--- config.mk ---
export PLATFORM = sky130hd
export DESIGN_NAME = bridge_fault_supervisor
export DESIGN_NICKNAME = d
export VERILOG_FILES = /design/src/rtl/ocf_pkg.sv /design/src/rtl/ocf_blank_timer.sv /design/src/rtl/ocf_retry_timer.sv /design/src/rtl/ocf_fault_fsm.sv /design/src/rtl/bridge_fault_supervisor.sv
export SDC_FILE = /design/constraint.sdc
export NUM_CORES = 1
export LEC_CHECK = 0
export BUFFER_PORTS_ARGS = -buffer_cell sky130_fd_sc_hd__buf_2
export CORE_ASPECT_RATIO = 1.75
export CORE_MARGIN = 2
export CORE_UTILIZATION = 45
export DETAILED_ROUTE_END_ITERATION = 10
export GPL_ROUTABILITY_DRIVEN = 1
export PLACE_DENSITY = 0.61
export SYNTH_ARGS = -nofsm -noshare
export SYNTH_HDL_FRONTEND = slang
export SYNTH_HIERARCHICAL = 1
export SYNTH_SLANG_ARGS = --single-unit
--- constraint.sdc ---
create_clock -name clk -period 4.15 [get_ports clk]
set_clock_uncertainty 0.15 [all_clocks]
set_input_delay 0.83 -clock clk [delete_from_list [all_inputs] [get_ports clk]]
set_output_delay 0.83 -clock clk [all_outputs]
set_load 0.02 [all_outputs]
--- src/rtl/ocf_pkg.sv ---
package ocf_pkg;

  typedef enum logic [1:0] {
    ST_ARMED = 2'd0,
    ST_WAIT  = 2'd1,
    ST_LATCH = 2'd2
  } ocf_state_e;

  // bits needed to hold values 0..maxval
  function automatic int unsigned cnt_bits(input int unsigned maxval);
    return (maxval < 2) ? 1 : $clog2(maxval + 1);
  endfunction

  // reload value of the retry counter: the off time counts the load cycle
  function automatic int unsigned retry_reload(input int unsigned timeout);
    return (timeout == 0) ? 0 : timeout - 1;
  endfunction

endpackage

--- src/rtl/ocf_blank_timer.sv ---
module ocf_blank_timer
  import ocf_pkg::*;
#(
  parameter int unsigned BLANK_CYC = 16
) (
  input  logic clk,
  input  logic rst_n,
  input  logic start,
  output logic active
);

  localparam int unsigned W = cnt_bits(BLANK_CYC);
  localparam logic [W-1:0] LOADV = W'(BLANK_CYC);

  logic [W-1:0] cnt;

  always_ff @(posedge clk or negedge rst_n) begin
    if (!rst_n)             cnt <= '0;
    else if (start)         cnt <= LOADV;
    else if (cnt != '0)     cnt <= cnt - 1'b1;
  end

  assign active = (cnt != '0);


  blank_bound_chk: assert property (@(posedge clk) disable iff (!rst_n)
    cnt <= LOADV);

  generate
    if (BLANK_CYC > 0) begin : g_start_chk

      blank_start_chk: assert property (@(posedge clk) disable iff (!rst_n)
        start |=> active);
    end
  endgenerate

endmodule

--- src/rtl/ocf_retry_timer.sv ---
module ocf_retry_timer
  import ocf_pkg::*;
#(
  parameter int unsigned TIMEOUT_CYC = 200000
) (
  input  logic clk,
  input  logic rst_n,
  input  logic load,
  input  logic run,
  output logic expired
);

  localparam int unsigned W = cnt_bits(TIMEOUT_CYC);
  localparam logic [W-1:0] RELOAD = W'(retry_reload(TIMEOUT_CYC));

  logic [W-1:0] cnt;

  always_ff @(posedge clk or negedge rst_n) begin
    if (!rst_n)                  cnt <= '0;
    else if (load)               cnt <= RELOAD;
    else if (run && cnt != '0)   cnt <= cnt - 1'b1;
  end

  assign expired = (cnt == '0);


  timer_bound_chk: assert property (@(posedge clk) disable iff (!rst_n)
    cnt <= RELOAD);

  generate
    if (TIMEOUT_CYC > 1) begin : g_load_chk

      timer_load_chk: assert property (@(posedge clk) disable iff (!rst_n)
        load |=> !expired);
    end
  endgenerate

endmodule

--- src/rtl/ocf_fault_fsm.sv ---
module ocf_fault_fsm
  import ocf_pkg::*;
(
  input  logic       clk,
  input  logic       rst_n,
  input  logic       oc_evt,
  input  logic       latch_sel,
  input  logic       stby_exit,
  input  logic       timer_expired,
  input  logic       clean_on,
  output ocf_state_e state,
  output ocf_state_e st_nxt,
  output logic       retry_load,
  output logic       fault_q
);

  always_comb begin
    st_nxt = state;
    unique case (state)
      ST_ARMED: if (oc_evt)        st_nxt = latch_sel ? ST_LATCH : ST_WAIT;
      ST_WAIT:  if (timer_expired) st_nxt = ST_ARMED;
      ST_LATCH: if (stby_exit)     st_nxt = ST_ARMED;
      default:                     st_nxt = ST_ARMED;
    endcase
  end

  assign retry_load = (state == ST_ARMED) && oc_evt && !latch_sel;

  always_ff @(posedge clk or negedge rst_n) begin
    if (!rst_n) begin
      state   <= ST_ARMED;
      fault_q <= 1'b0;
    end else begin
      state <= st_nxt;
      if (oc_evt)                               fault_q <= 1'b1;
      else if (state == ST_LATCH && stby_exit)  fault_q <= 1'b0;
      else if (clean_on)                        fault_q <= 1'b0;
    end
  end


  latch_hold_chk: assert property (@(posedge clk) disable iff (!rst_n)
    (state == ST_LATCH && !stby_exit) |=> state == ST_LATCH);


  latch_release_chk: assert property (@(posedge clk) disable iff (!rst_n)
    (state == ST_LATCH && stby_exit) |=> (state == ST_ARMED && !fault_q));


  fault_while_off_chk: assert property (@(posedge clk) disable iff (!rst_n)
    (state != ST_ARMED) |-> fault_q);

endmodule

--- src/rtl/bridge_fault_supervisor.sv ---
module bridge_fault_supervisor
  import ocf_pkg::*;
#(
  parameter int unsigned TIMEOUT_CYC = 200000,
  parameter int unsigned BLANK_CYC   = 16
) (
  input  logic clk,
  input  logic rst_n,
  input  logic oc_detect,
  input  logic latch_mode,
  input  logic uv_flag,
  input  logic ot_flag,
  input  logic standby,
  output logic bridge_off,
  output logic fault_n
);

  ocf_state_e state, st_nxt;
  logic bridge_off_q, stby_q;
  logic hold, enable_nxt, turn_on;
  logic blank_active, oc_evt, clean_on, stby_exit;
  logic retry_load, timer_expired, fault_q;

  assign hold       = uv_flag || ot_flag || standby;
  assign stby_exit  = stby_q && !standby;
  assign enable_nxt = (st_nxt == ST_ARMED) && !hold;
  assign turn_on    = bridge_off_q && enable_nxt;
  assign oc_evt     = oc_detect && !bridge_off_q && !blank_active;
  assign clean_on   = !oc_detect && !bridge_off_q && !blank_active;

  always_ff @(posedge clk or negedge rst_n) begin
    if (!rst_n) begin
      bridge_off_q <= 1'b1;
      stby_q       <= 1'b0;
    end else begin
      bridge_off_q <= !enable_nxt;
      stby_q       <= standby;
    end
  end

  ocf_blank_timer #(.BLANK_CYC(BLANK_CYC)) u_blank (
    .clk    (clk),
    .rst_n  (rst_n),
    .start  (turn_on),
    .active (blank_active)
  );

  ocf_retry_timer #(.TIMEOUT_CYC(TIMEOUT_CYC)) u_retry (
    .clk     (clk),
    .rst_n   (rst_n),
    .load    (retry_load),
    .run     (state == ST_WAIT),
    .expired (timer_expired)
  );

  ocf_fault_fsm u_fsm (
    .clk           (clk),
    .rst_n         (rst_n),
    .oc_evt        (oc_evt),
    .latch_sel     (latch_mode),
    .stby_exit     (stby_exit),
    .timer_expired (timer_expired),
    .clean_on      (clean_on),
    .state         (state),
    .st_nxt        (st_nxt),
    .retry_load    (retry_load),
    .fault_q       (fault_q)
  );

  assign bridge_off = bridge_off_q;
  assign fault_n    = !fault_q;


  hold_off_chk: assert property (@(posedge clk) disable iff (!rst_n)
    (uv_flag || ot_flag || standby) |=> bridge_off);


  retry_off_chk: assert property (@(posedge clk) disable iff (!rst_n)
    retry_load |=> (bridge_off && state == ST_WAIT));


  trip_fault_chk: assert property (@(posedge clk) disable iff (!rst_n)
    oc_evt |=> !fault_n);


  latch_off_chk: assert property (@(posedge clk) disable iff (!rst_n)
    (state == ST_LATCH) |-> bridge_off);

  generate
    if (BLANK_CYC > 0) begin : g_blank_on_chk

      blank_on_chk: assert property (@(posedge clk) disable iff (!rst_n)
        $fell(bridge_off) |-> blank_active);
    end
  endgenerate

endmodule

# After elaboration in Yosys (flattened, before gate mapping)

Cells that the tools add are included.

Register bits after elaboration: 28
Output and inout bits: 2

Add/subtract/negate cells: 2
Equal/unequal tests: 2
Muxes and demuxes: 12
Reductions and logical operators: 29

Operators with widths:

| cell                                                 | count |
|---|---|
| 2-to-1 mux 18 bit                                    | 2 |
| logical NOT 18 bit                                   | 1 |
| nonzero test 18 bit                                  | 1 |
| subtractor 18 x 1 -> 18 bit (second input constant)  | 1 |
| logical AND 1 bit                                    | 11 |
| 2-to-1 mux 5 bit                                     | 2 |
| logical NOT 1 bit                                    | 8 |
| 2-to-1 mux 2 bit                                     | 4 |
| case mux 2 bit (3 select lines)                      | 1 |
| nonzero test 5 bit                                   | 1 |
| subtractor 5 x 1 -> 5 bit (second input constant)    | 1 |
| logical NOT 2 bit                                    | 2 |
| nonzero test 2 bit                                   | 2 |
| 2-to-1 mux 1 bit                                     | 3 |
| nonzero test 3 bit                                   | 1 |
| equality test 2 x 1 -> 1 bit (second input constant) | 1 |
| equality test 2 bit (second input constant)          | 1 |
| logical OR 1 bit                                     | 2 |

# Longest topological paths before layout

Gate-level depths: netlist of the first run.

Word-level depth: 9
Mapped depth: 10
Gate-level depth less buffers: 10

# By module

The synthesis of the first run kept the hierarchy.

Modules (own cells, without submodules):

| module                  | times used | cells each | area each (µm²) | seq. area each (µm²) |
|---|---|---|---|---|
| ocf_retry_timer         | 1          | 114        | 1081.0          | 450.4 |
| ocf_blank_timer         | 1          | 25         | 261.5           | 125.1 |
| ocf_fault_fsm           | 1          | 12         | 140.1           | 75.1 |
| bridge_fault_supervisor | 1          | 10         | 107.6           | 51.3 |

# Least setup slack after synthesis of the first run

Ideal clock, no wire load.

Path type: reg-to-reg
Start: reg u_blank.cnt[0]
End: reg u_retry.cnt[2]
Setup time: 79 ps
Data arrival time: 2795 ps
Path slack: 1125 ps
Cell stages (with the launch flop): 11
Buffers on the path: 3
Period minus slack after synthesis: 3025 ps
Path through: dfrtp_1 -> inv_1 -> ha_1 -> or4b_4 -> buf_6 -> nor3b_1 -> nor4b_2 -> clkbuf_1 -> clkbuf_1 -> nor2_1 -> mux2i_1

Word-level cells in the longest chain between the ends: 6
Elaborated cells between the ends (all ways): 7
Classes of those cells: mux (1); reduce/logical (6)

Ends and longest elaborated chain:

| what                                                    | RTL line                      | text |
|---|---|---|
| from (decl)                                             | ocf_blank_timer.sv:15         | `logic [W-1:0] cnt;` |
| from (signal assigned)                                  | ocf_blank_timer.sv:20         | `else if (cnt != '0) cnt <= cnt - 1'b1;` |
| nonzero test 5 bit (*)                                  | ocf_blank_timer.sv:23         | `assign active = (cnt != '0);` |
| via blank_active                                        | bridge_fault_supervisor.sv:21 | `logic blank_active, oc_evt, clean_on, stby_exit;` |
| logical NOT 1 bit (*)                                   | bridge_fault_supervisor.sv:28 | `assign oc_evt = oc_detect && !bridge_off_q && !blank_active;` |
| logical AND 1 bit (*)                                   | bridge_fault_supervisor.sv:28 |  |
| via oc_evt                                              | bridge_fault_supervisor.sv:21 |  |
| logical AND 1 bit (*) (2 in a row)                      | ocf_fault_fsm.sv:27           | `assign retry_load = (state == ST_ARMED) && oc_evt && !latch_sel;` |
| via retry_load                                          | bridge_fault_supervisor.sv:22 | `logic retry_load, timer_expired, fault_q;` |
| 2-to-1 mux 18 bit or nonzero test 2 bit (tied branches) | -                             |  |
| to (signal assigned)                                    | ocf_retry_timer.sv:21         | `else if (run && cnt != '0) cnt <= cnt - 1'b1;` |
| to (decl)                                               | ocf_retry_timer.sv:16         | `logic [W-1:0] cnt;` |

Mark *: on every way through the listed nets, which the timed path passes. The rest lies on a longest branch.
A chain may end at the register's enable or synchronous reset.

# Worst setup path in the final report of the first run

Start: reg u_retry.cnt[0]
End: reg u_blank.cnt[0]

Word-level cells in the longest chain between the ends: 7
Elaborated cells between the ends (all ways): 8
Classes of those cells: mux (3); reduce/logical (5)

Ends and longest elaborated chain:

| what                                                   | RTL line                      | text |
|---|---|---|
| logical NOT 18 bit (*)                                 | ocf_retry_timer.sv:24         | `assign expired = (cnt == '0);` |
| via timer_expired                                      | bridge_fault_supervisor.sv:22 |  |
| 2-to-1 mux 2 bit (*)                                   | ocf_fault_fsm.sv:21           | `ST_WAIT: if (timer_expired) st_nxt = ST_ARMED;` |
| case mux 2 bit (3 select lines) (*)                    | ocf_fault_fsm.sv:19           | `unique case (state)` |
| via st_nxt[0]                                          | bridge_fault_supervisor.sv:18 | `ocf_state_e state, st_nxt;` |
| logical NOT 2 bit (*)                                  | bridge_fault_supervisor.sv:26 | `assign enable_nxt = (st_nxt == ST_ARMED) && !hold;` |
| logical AND 1 bit (*)                                  | bridge_fault_supervisor.sv:26 |  |
| logical AND 1 bit (*)                                  | bridge_fault_supervisor.sv:27 | `assign turn_on = bridge_off_q && enable_nxt;` |
| via turn_on                                            | bridge_fault_supervisor.sv:20 | `logic hold, enable_nxt, turn_on;` |
| 2-to-1 mux 5 bit or nonzero test 2 bit (tied branches) | -                             |  |

Marked as above.

==> impl_metrics.json, run 1 <==
{
  "gr-usage-met1": 0.180,
  "slew_headroom": 0.575,
  "ant_nets": 0,
  "synth_edf_count": 0,
  "synth.distinct_cells": 47,
  "maxCapViolations": 0,
  "synth.avg_cell_area_sq_um": 9.88,
  "ir_worst_vdd_mv": 0.357,
  "swShare": 0.363,
  "power_frac_seq": 0.488,
  "finalSetupViolations": 0,
  "cp.required_ps": 4170,
  "period_share": 0.725,
  "vias": 1232,
  "max_freq_ghz": 0.333,
  "grt_max_degree": 29,
  "clkSlewWorstSetupHoldPaths_ps": 90,
  "finalNetCount": 180,
  "grtUsageMet3": 0.0108,
  "yosysTopAreaCell": "dfrtp_1",
  "drc": 0,
  "die_y_um": 82.6,
  "first_pass_iters": 4,
  "multi_input_area_sq_um": 840,
  "synth_top_area_frac": 0.425,
  "cts-buffers-inserted": 3,
  "outcome": "finished, final reports clean",
  "combinationalPowerShare": 0.338,
  "portBuffers": 8,
  "cts-resized-gates": 0,
  "ios": 9,
  "crit_arrival_ps": 3030,
  "antenna_cells": 0,
  "core_sq_um": 3400,
  "synth.area.top_cells": "dfrtp_1 (42%), mux2i_1 (4.4%), a21oi_1 (4.1%)",
  "finalWirelength_mm": 3.11,
  "drt_iter0_drc": 25,
  "wire_per_inst_um": 14.5,
  "async_flop_share": 1.00,
  "hpwlAfterDp_mm": 2.31,
  "clock_power_share": 0.173,
  "rsz0062_at_grt": "false",
  "post_cts.repair.setup_buffers": 0,
  "netlist_top_cells_count": "dfrtp_1 (27), nor2_1 (15), a21oi_1 (13)",
  "fillers": 346,
  "synth_seq_area_share": 0.441,
  "area_growth_pct": 9.05,
  "syn-num-nets": 170,
  "overflow": 0,
  "cts_buffer_depth": 2,
  "syn_inst": 161,
  "grt_usage": 0.172,
  "synth.most_common_cell": "dfrtp_1",
  "fin_crit_ps": 3010,
  "final-hold-violation-count": 0,
  "regArea_sq_um": 702,
  "drive_above_1_share": 0.159,
  "path_class": "register to register",
  "ctsHoldBuffers": 0,
  "worstMarginPinSlew_ps": 637,
  "final_max_slew_viol_count": 0,
  "dieArea_sq_um": 4040,
  "cts_tree": "built",
  "num_rows": 28,
  "top_usage_layer": "met2",
  "start_util": 0.468,
  "grt_pass1_vias": 1230,
  "p_switching_uw": 356,
  "vias_per_cell": 5.73,
  "clock_latency_ps": 270,
  "yosys_register_bits": 28,
  "grt_util_met2": 0.342,
  "power.internal_uw": 626,
  "grt_pass1_wl_mm": 5.42,
  "finalSetupTns_ps": 0,
  "antenna_found_initial": 0,
  "hold_class": "register to register",
  "clockRootBuffer": "clkbuf_8",
  "layoutNonFillerInstCount": 215,
  "finalPower_uw": 981,
  "cts.sinks": 28,
  "p_leak_uw": 0.000666,
  "synthFlopType": "dfrtp_1",
  "yosysWarnings": 6,
  "die_w_um": 48.9,
  "gp_congestion": 0.811,
  "synthesis.area_sq_um": 1590,
  "cts_max_level": 1,
  "endpoint_kind": "register",
  "post-place-cells": 211,
  "p_per_area_nw_per_um2": 566,
  "cp_max_fo": 8,
  "cp-start-kind": "register"
}
stage by stage:
step | cell area (sq um) | utilization | hold WS (ps) | setup slack [ps]
6_report | 1730 | 0.510 | 370 | 1140
5_1_grt | 1730 | 0.510 | 399 | 948
4_1_cts | 1730 | 0.510 | 375 | 1120
3_5_place_dp | 1680 | 0.494 | 352 | 1140
3_3_place_gp | 1680 | 0.494 | 335 | 1250
2_1_floorplan | 1590 | - | 324 | 1130
cells by family (layout without fill, tap and decap cells):
| logic type | after synthesis | after routing | synth area share |
|---|---|---|---|
| AOI/OAI and AO/OA | 34 | 34 | 0.146 |
| xor gates and xnor gates | 1 | 1 | 0.00551 |
| adders and majority gates | 2 | 2 | 0.0157 |
| buffers and inverters | 13 | 22 | 0.0362 |
| DFF | 28 | 28 | 0.441 |
| muxes | 8 | 8 | 0.0511 |
| and+or+nand+nor | 75 | 75 | 0.304 |
worst max-delay path, cell delays in order, from the launching register on:
cell	delay, ps
dfrtp_1	410
inv_1	100
ha_1	210
or4b_1	510
nor3_2	380
and2_1	220
nor2_1	50
a21o_1	200
nor4_2	300
and3b_1	300
nor2_1	70
routing by layer:
layer	up-vias	part of all wire
met4	0	0.027
met5	-	0
met2	18	0.55
li1	602	-
met3	9	0.013
met1	603	0.41
cells in the final DEF, fill, tap and decap left out, types with 3 or more instances in the layout:
cell      instances
a211oi_1          3
a21oi_1          13
buf_2             8
clkbuf_8          4
dfrtp_1          27
inv_1             9
mux2i_1           7
nand2_1           6
nand2b_1          3
nand3_1           3
nand3b_1          4
nor2_1           15
nor2b_1          10
nor3_1            6
o21ai_0           3
o31ai_1           4
or3_1             5
or4_1             4
final cells by class:
class | count | area share
inverter | 9 | 0.0195
timing repair buffer | 9 | 0.0274
clock buffer | 4 | 0.0317
tap | 45 | 0.0325
sequential | 28 | 0.405
multi-input combinational | 120 | 0.484
path summary, 6_finish.rpt:
check	from	to	slack (ps)	cells past startpoint
worst max-delay path	u_retry/cnt[0]	u_blank/cnt[0]	1140	10
worst min-delay path	u_blank/cnt[4]	u_blank/cnt[4]	370	1
worst max register to register	u_retry/cnt[0]	u_blank/cnt[0]	1140	10
worst min register to register	u_blank/cnt[4]	u_blank/cnt[4]	370	1
max in group asynchronous	rst_n	u_fsm/fault_q	3030	1
min in group asynchronous	rst_n	u_retry/cnt[15]	410	1
sequential cells by signal, indices dropped and copies added (netlist names):
signal	count
u_fsm/state	2
stby_q	1
bridge_off	1
u_blank/cnt	5
u_fsm/fault_q	1
u_retry/cnt	18
power by group through the flow:
| stage | Sequential (uW) | Clock [uW] | Combinational [uW] |
|---|---|---|---|
| after floorplan | 452 | 0 | 280 |
| after global placement | 474 | 0 | 320 |
| after detailed placement | 483 | 0 | 337 |
| after CTS | 478 | 179 | 338 |
| after global routing | 494 | 187 | 386 |
| final | 479 | 170 | 332 |
No activity file was read; power rests on OpenSTA's default activity.
==> inputs of run 2 (changes only) <==
ABC_AREA = 1   (was not set)
clock period = 3.1 ns   (was 4.15 ns; I/O delays follow)
==> impl_metrics.json, run 2 <==
{
  "cts_max_level": 1,
  "maxCapViolations": 0,
  "grt_max_degree": 29,
  "dieArea_sq_um": 4620,
  "grt_usage": 0.193,
  "clkSlewWorstSetupHoldPaths_ps": 90,
  "synth_edf_count": 0,
  "period_share": 0.726,
  "cp_max_fo": 7,
  "finalSetupTns_ps": 0,
  "area_growth_pct": 6.49,
  "ant_nets": 0,
  "fin_crit_ps": 2250,
  "synth.distinct_cells": 23,
  "yosysWarnings": 6,
  "crit_arrival_ps": 2280,
  "synth.area.top_cells": "dfrtp_1 (37%), nand2_1 (16%), nand3_1 (9.3%)",
  "clock_latency_ps": 270,
  "combinationalPowerShare": 0.029,
  "first_pass_iters": 4,
  "netlist_top_cells_count": "nand2_1 (79), nor2_1 (39), nand3_1 (34)",
  "largest_reg_flops": 18,
  "p_switching_uw": 124,
  "final-hold-violation-count": 0,
  "drive_above_1_share": 0.160,
  "finalNetCount": 278,
  "finalWirelength_mm": 3.95,
  "cp-start-kind": "register",
  "die_w_um": 52.2,
  "cts_tree": "built",
  "max_freq_ghz": 0.444,
  "start_util": 0.469,
  "outcome": "finished, final reports clean",
  "synthFlopType": "dfrtp_1",
  "final_max_slew_viol_count": 0,
  "die_y_um": 88.4,
  "num_rows": 30,
  "cts-resized-gates": 0,
  "rsz0062_at_grt": "false",
  "p_per_area_nw_per_um2": 301,
  "critPathBufInv": 3,
  "wire_per_inst_um": 12.5,
  "syn-num-nets": 269,
  "layout_commonest_cell": "nand2_1",
  "synth.avg_cell_area_sq_um": 7.05,
  "yosysTopAreaCell": "dfrtp_1",
  "drc": 0,
  "worstMarginPinSlew_ps": 638,
  "path_class": "register to register",
  "grt_pass1_wl_mm": 6.69,
  "slowest_delay_ps": 400,
  "yosys_register_bits": 28,
  "timing.rr.start": "u_retry/cnt[0]",
  "fillers": 427,
  "async_flop_share": 1.00,
  "vias_per_cell": 4.99,
  "portBuffers": 8,
  "timing.final.ws_setup_ps": 850,
  "post_cts.repair.setup_buffers": 0,
  "ir_worst_vdd_mv": 0.199,
  "swShare": 0.211,
  "cts_buffer_depth": 2,
  "core_sq_um": 3900,
  "slowest_stage": "dfrtp_1",
  "synth.most_common_cell": "nand2_1",
  "synthesis.area_sq_um": 1830,
  "clockRootBuffer": "clkbuf_8",
  "synth_top_area_frac": 0.369,
  "antenna_found_initial": 0,
  "p_leak_uw": 0.00105,
  "power_frac_seq": 0.625,
  "clock_power_share": 0.347,
  "drt_iter0_drc": 33,
  "dp_slack_ps": 850,
  "ctsHoldBuffers": 0,
  "whs_ps": 209,
  "cts-buffers-inserted": 3,
  "synth_seq_area_share": 0.383,
  "antenna_cells": 0,
  "power.internal_uw": 463,
  "regMostFlops": "u_retry/cnt",
  "ios": 9,
  "finalSetupViolations": 0,
  "crit_chain": "inv_1 -> ha_1 -> nand2_2 -> nor2_4 -> nand3_4 -> inv_1 -> nor2_1 -> nand2_1 -> nand2_1 -> nor2_2 -> nand3_2 -> nor2_2 -> inv_1 -> nand3_1 -> nand2_1",
  "crit_family": "simple AND/OR/NAND/NOR gates",
  "slew_headroom": 0.575,
  "hpwlAfterDp_mm": 2.99,
  "hold_class": "input pin to async pin",
  "cp.required_ps": 3130,
  "cts.sinks": 28,
  "endpoint_kind": "register",
  "reg_top3": "u_retry/cnt x18, u_blank/cnt x5, u_fsm/state x2",
  "syn_inst": 260,
  "overflow": 0,
  "final_cell_mix": "nand2_1 (79), nor2_1 (39), nand3_1 (34), inv_1 (32), dfrtp_1 (27)",
  "startpoint": "u_retry/cnt[0]",
  "gp_congestion": 0.883,
  "grt_pass1_vias": 1490,
  "vias": 1577
}
## run 2: changes by cell type in the layout (fill, tap and decap cells not counted), moves of 8 or more
cell and delta:
a21oi_1 -13, inv_1 +23, nand2_1 +73, nand3_1 +31, nor2_1 +24, nor2_2 +8, nor2b_1 -10, o21ai_2 +9
## run 2: per-stage QoR
| stage | power, uW | utilization | instance area (sq um) | std cells |
|---|---|---|---|---|
| floorplan | 378 | - | 1830 | 260 |
| global placement | 391 | 0.488 | 1910 | 312 |
| detailed placement | 392 | 0.488 | 1910 | 312 |
| CTS | 601 | 0.500 | 1950 | 316 |
| global route | 614 | 0.500 | 1950 | 316 |
| finish | 587 | 0.500 | 1950 | 316 |
## run 2: kinds of logic (layout without fill, tap and decap cells)
group | after synthesis | count (layout) | synth area share
compound gates | 9 | 9 | 0.0430
xor+xnor | 6 | 6 | 0.0287
fa+ha+maj | 2 | 2 | 0.0137
buf+inv | 39 | 47 | 0.0902
flops | 28 | 28 | 0.383
simple gates | 176 | 176 | 0.441
## run 2: final cells by class
cell class | instances | area (sq um) | share of cell area
inverters | 33 | 124 | 0.0635
clock buffers | 4 | 45.0 | 0.0231
well taps | 48 | 60.1 | 0.0308
multi-input cells | 193 | 965 | 0.495
repair buffers | 10 | 55.1 | 0.0282
flip-flops and latches | 28 | 702 | 0.360
## run 2: metal layers
| metal | GRT usage | vias up | routed length (um) |
|---|---|---|---|
| li1 | - | 824 | - |
| met1 | 0.211 | 725 | 1570 |
| met2 | 0.375 | 22 | 2210 |
| met3 | 0.0169 | 6 | 107 |
| met4 | 0.0629 | 0 | 65 |
| met5 | 0 | - | 0 |
## run 2: power groups by stage
stage / sequential [uW] / clock, uW / combinational, uW
after floorplan: 374 / 0 / 4.13
after global placement: 374 / 0 / 17.5
after detailed placement: 374 / 0 / 17.9
after CTS: 367 / 216 / 18.1
after global routing: 367 / 228 / 19.6
final: 367 / 204 / 16.8
## run 2: worst paths after layout
kind | cells past startpoint | endpoint | slack, ps
max | 15 | u_blank/cnt[0] | 850
min | 1 | stby_q | 210
max reg2reg | 15 | u_blank/cnt[0] | 850
min reg2reg | 2 | u_blank/cnt[0] | 340
max in group asynchronous | 1 | u_retry/cnt[12] | 2180
min in group clk | 1 | stby_q | 320
## run 2: worst register-to-register path, stage by stage (launching register included)
cell	delay (ps)
dfrtp_1	400
inv_1	180
ha_1	290
nand2_2	120
nor2_4	180
nand3_4	100
inv_1	60
nor2_1	40
nand2_1	50
nand2_1	70
nor2_2	90
nand3_2	80
nor2_2	120
inv_1	100
nand3_1	100
nand2_1	50
==> inputs of run 3 (changes only) <==
clock period = 2.3 ns   (was 3.1 ns; I/O delays follow)
==> impl_metrics.json, run 3 (same netlist as run 2, synthesis figures left out) <==
{
  "cts_max_level": 1,
  "p_leak_uw": 0.00108,
  "p_per_area_nw_per_um2": 410,
  "critPathBufInv": 3,
  "crit_family": "simple AND/OR/NAND/NOR gates",
  "antenna_found_initial": 0,
  "crit_arrival_ps": 2120,
  "clock_latency_ps": 270,
  "slew_headroom": 0.578,
  "path_class": "register to register",
  "die_w_um": 52.2,
  "outcome": "finished, final reports clean",
  "ir_worst_vdd_mv": 0.229,
  "antenna_cells": 0,
  "largest_reg_flops": 18,
  "regArea_sq_um": 702,
  "slowest_delay_ps": 390,
  "drc": 0,
  "reg_top3": "u_retry/cnt x18, u_blank/cnt x5, u_fsm/state x2",
  "timing.final.ws_setup_ps": 199,
  "combinationalPowerShare": 0.027,
  "wire_per_inst_um": 12.4,
  "endpoint_kind": "register",
  "overflow": 0,
  "final-hold-violation-count": 0,
  "grt_usage": 0.186,
  "area_growth_pct": 9.08,
  "fillers": 419,
  "maxCapViolations": 0,
  "r2r_setup_slack_ps": 200,
  "dieArea_sq_um": 4620,
  "rsz0062_at_grt": "false",
  "finalSetupTns_ps": 0,
  "p_switching_uw": 167,
  "clockRootBuffer": "clkbuf_8",
  "die_y_um": 88.4,
  "dp_slack_ps": 128,
  "ctsHoldBuffers": 0,
  "cp.required_ps": 2320,
  "drive_above_1_share": 0.179,
  "ant_nets": 0,
  "portBuffers": 8,
  "vias_per_cell": 4.97,
  "max_freq_ghz": 0.476,
  "cts-buffers-inserted": 3,
  "power.internal_uw": 653,
  "grt_pass1_vias": 1462,
  "final_max_slew_viol_count": 0,
  "start_util": 0.469,
  "period_share": 0.914,
  "worstMarginPinSlew_ps": 633,
  "clock_power_share": 0.370,
  "place_area_sq_um": 1940,
  "layout_commonest_cell": "nand2_1",
  "power_frac_seq": 0.603,
  "multi_input_area_sq_um": 965,
  "swShare": 0.204,
  "slowest_stage": "dfrtp_1",
  "drt_iter0_drc": 37,
  "grt_max_degree": 29,
  "num_rows": 30,
  "cts_tree": "built",
  "grt_pass1_wl_mm": 6.33,
  "cp-start-kind": "register",
  "final_core_util": 0.512,
  "fin_crit_ps": 2100,
  "cts.sinks": 28,
  "cp_max_fo": 5,
  "hpwlAfterDp_mm": 3.08,
  "ios": 9,
  "core_sq_um": 3900,
  "finalWirelength_mm": 3.99,
  "final_cell_area_sq_um": 2000,
  "final_cell_mix": "nand2_1 (79), nor2_1 (39), nand3_1 (34), inv_1 (32), dfrtp_1 (27)",
  "crit_chain": "inv_1 -> ha_1 -> nand2_2 -> nor2_4 -> nand3_4 -> inv_1 -> nor2_1 -> nand2_1 -> nand2_1 -> nor2_2 -> nand3_2 -> nor2_2 -> inv_1 -> nand3_1 -> nand2_1",
  "vias": 1594,
  "clkSlewWorstSetupHoldPaths_ps": 90,
  "cts_buffer_depth": 2,
  "regMostFlops": "u_retry/cnt",
  "first_pass_iters": 4,
  "layoutNonFillerInstCount": 321,
  "gp_congestion": 0.835,
  "finalNetCount": 283,
  "post-place-cells": 316,
  "hold_class": "input pin to async pin",
  "finalSetupViolations": 0
}
## run 3: changes by cell type in the layout (fill, tap and decap cells not counted)
cell	previous run	this run
buf_4	2	7
clkbuf_1	1	0
clkbuf_8	3	4
## run 3: metal layers
metal	global-route usage	share of wire	vias up
met2	0.388	0.58	20
li1	-	-	829
met1	0.166	0.38	735
met4	0.0839	0.028	0
met5	0	0	-
met3	0.0203	0.014	10
## run 3: what timing repair did
| action | 4_1_cts | 5_1_grt |
|---|---|---|
| resized for setup | 0 | 0 |
| buffers inserted | 0 | 1 |
| setup endpoints to repair | 0 | 4 |
## run 3: power by group through the flow
stage | clock, uW | combinational (uW) | sequential [uW]
floorplan | 0 | 5.57 | 504
global placement | 0 | 23.3 | 504
detailed placement | 0 | 23.7 | 504
CTS | 319 | 23.7 | 494
global route | 337 | 26.0 | 495
finish | 304 | 22.2 | 494
## run 3: worst paths after layout
kind	depth (start not counted)	startpoint	end
setup / recovery	15	u_retry/cnt[1]	u_blank/cnt[0]
hold / removal	1	rst_n	stby_q
setup reg to reg	15	u_retry/cnt[1]	u_blank/cnt[0]
hold reg to reg	2	u_blank/cnt[0]	u_blank/cnt[0]
max in group asynchronous	1	rst_n	u_retry/cnt[3]
min in group clk	1	standby	stby_q
## run 3: stage by stage
| stage | hold slack (ps) | power [uW] |
|---|---|---|
| 2_1_floorplan | 14.4 | 510 |
| 3_3_place_gp | 304 | 527 |
| 3_5_place_dp | 311 | 528 |
| 4_1_cts | 72.8 | 837 |
| 5_1_grt | 87.4 | 858 |
| 6_report | 45.9 | 820 |
## run 3: layout make-up
cell class,instances,area share
multi-input cells,193,0.483
flip-flops and latches,28,0.351
inverters,33,0.0620
repair buffers,15,0.0463
well taps,48,0.0301
clock buffers,4,0.0276
## run 3: worst reg2reg max path: stages (launching register included)
cell and delay [ps]:
dfrtp_1 390, inv_1 90, ha_1 200, nand2_2 110, nor2_4 130, nand3_4 90, inv_1 60, nor2_1 40
nand2_1 40, nand2_1 80, nor2_2 100, nand3_2 90, nor2_2 140, inv_1 120, nand3_1 100, nand2_1 50
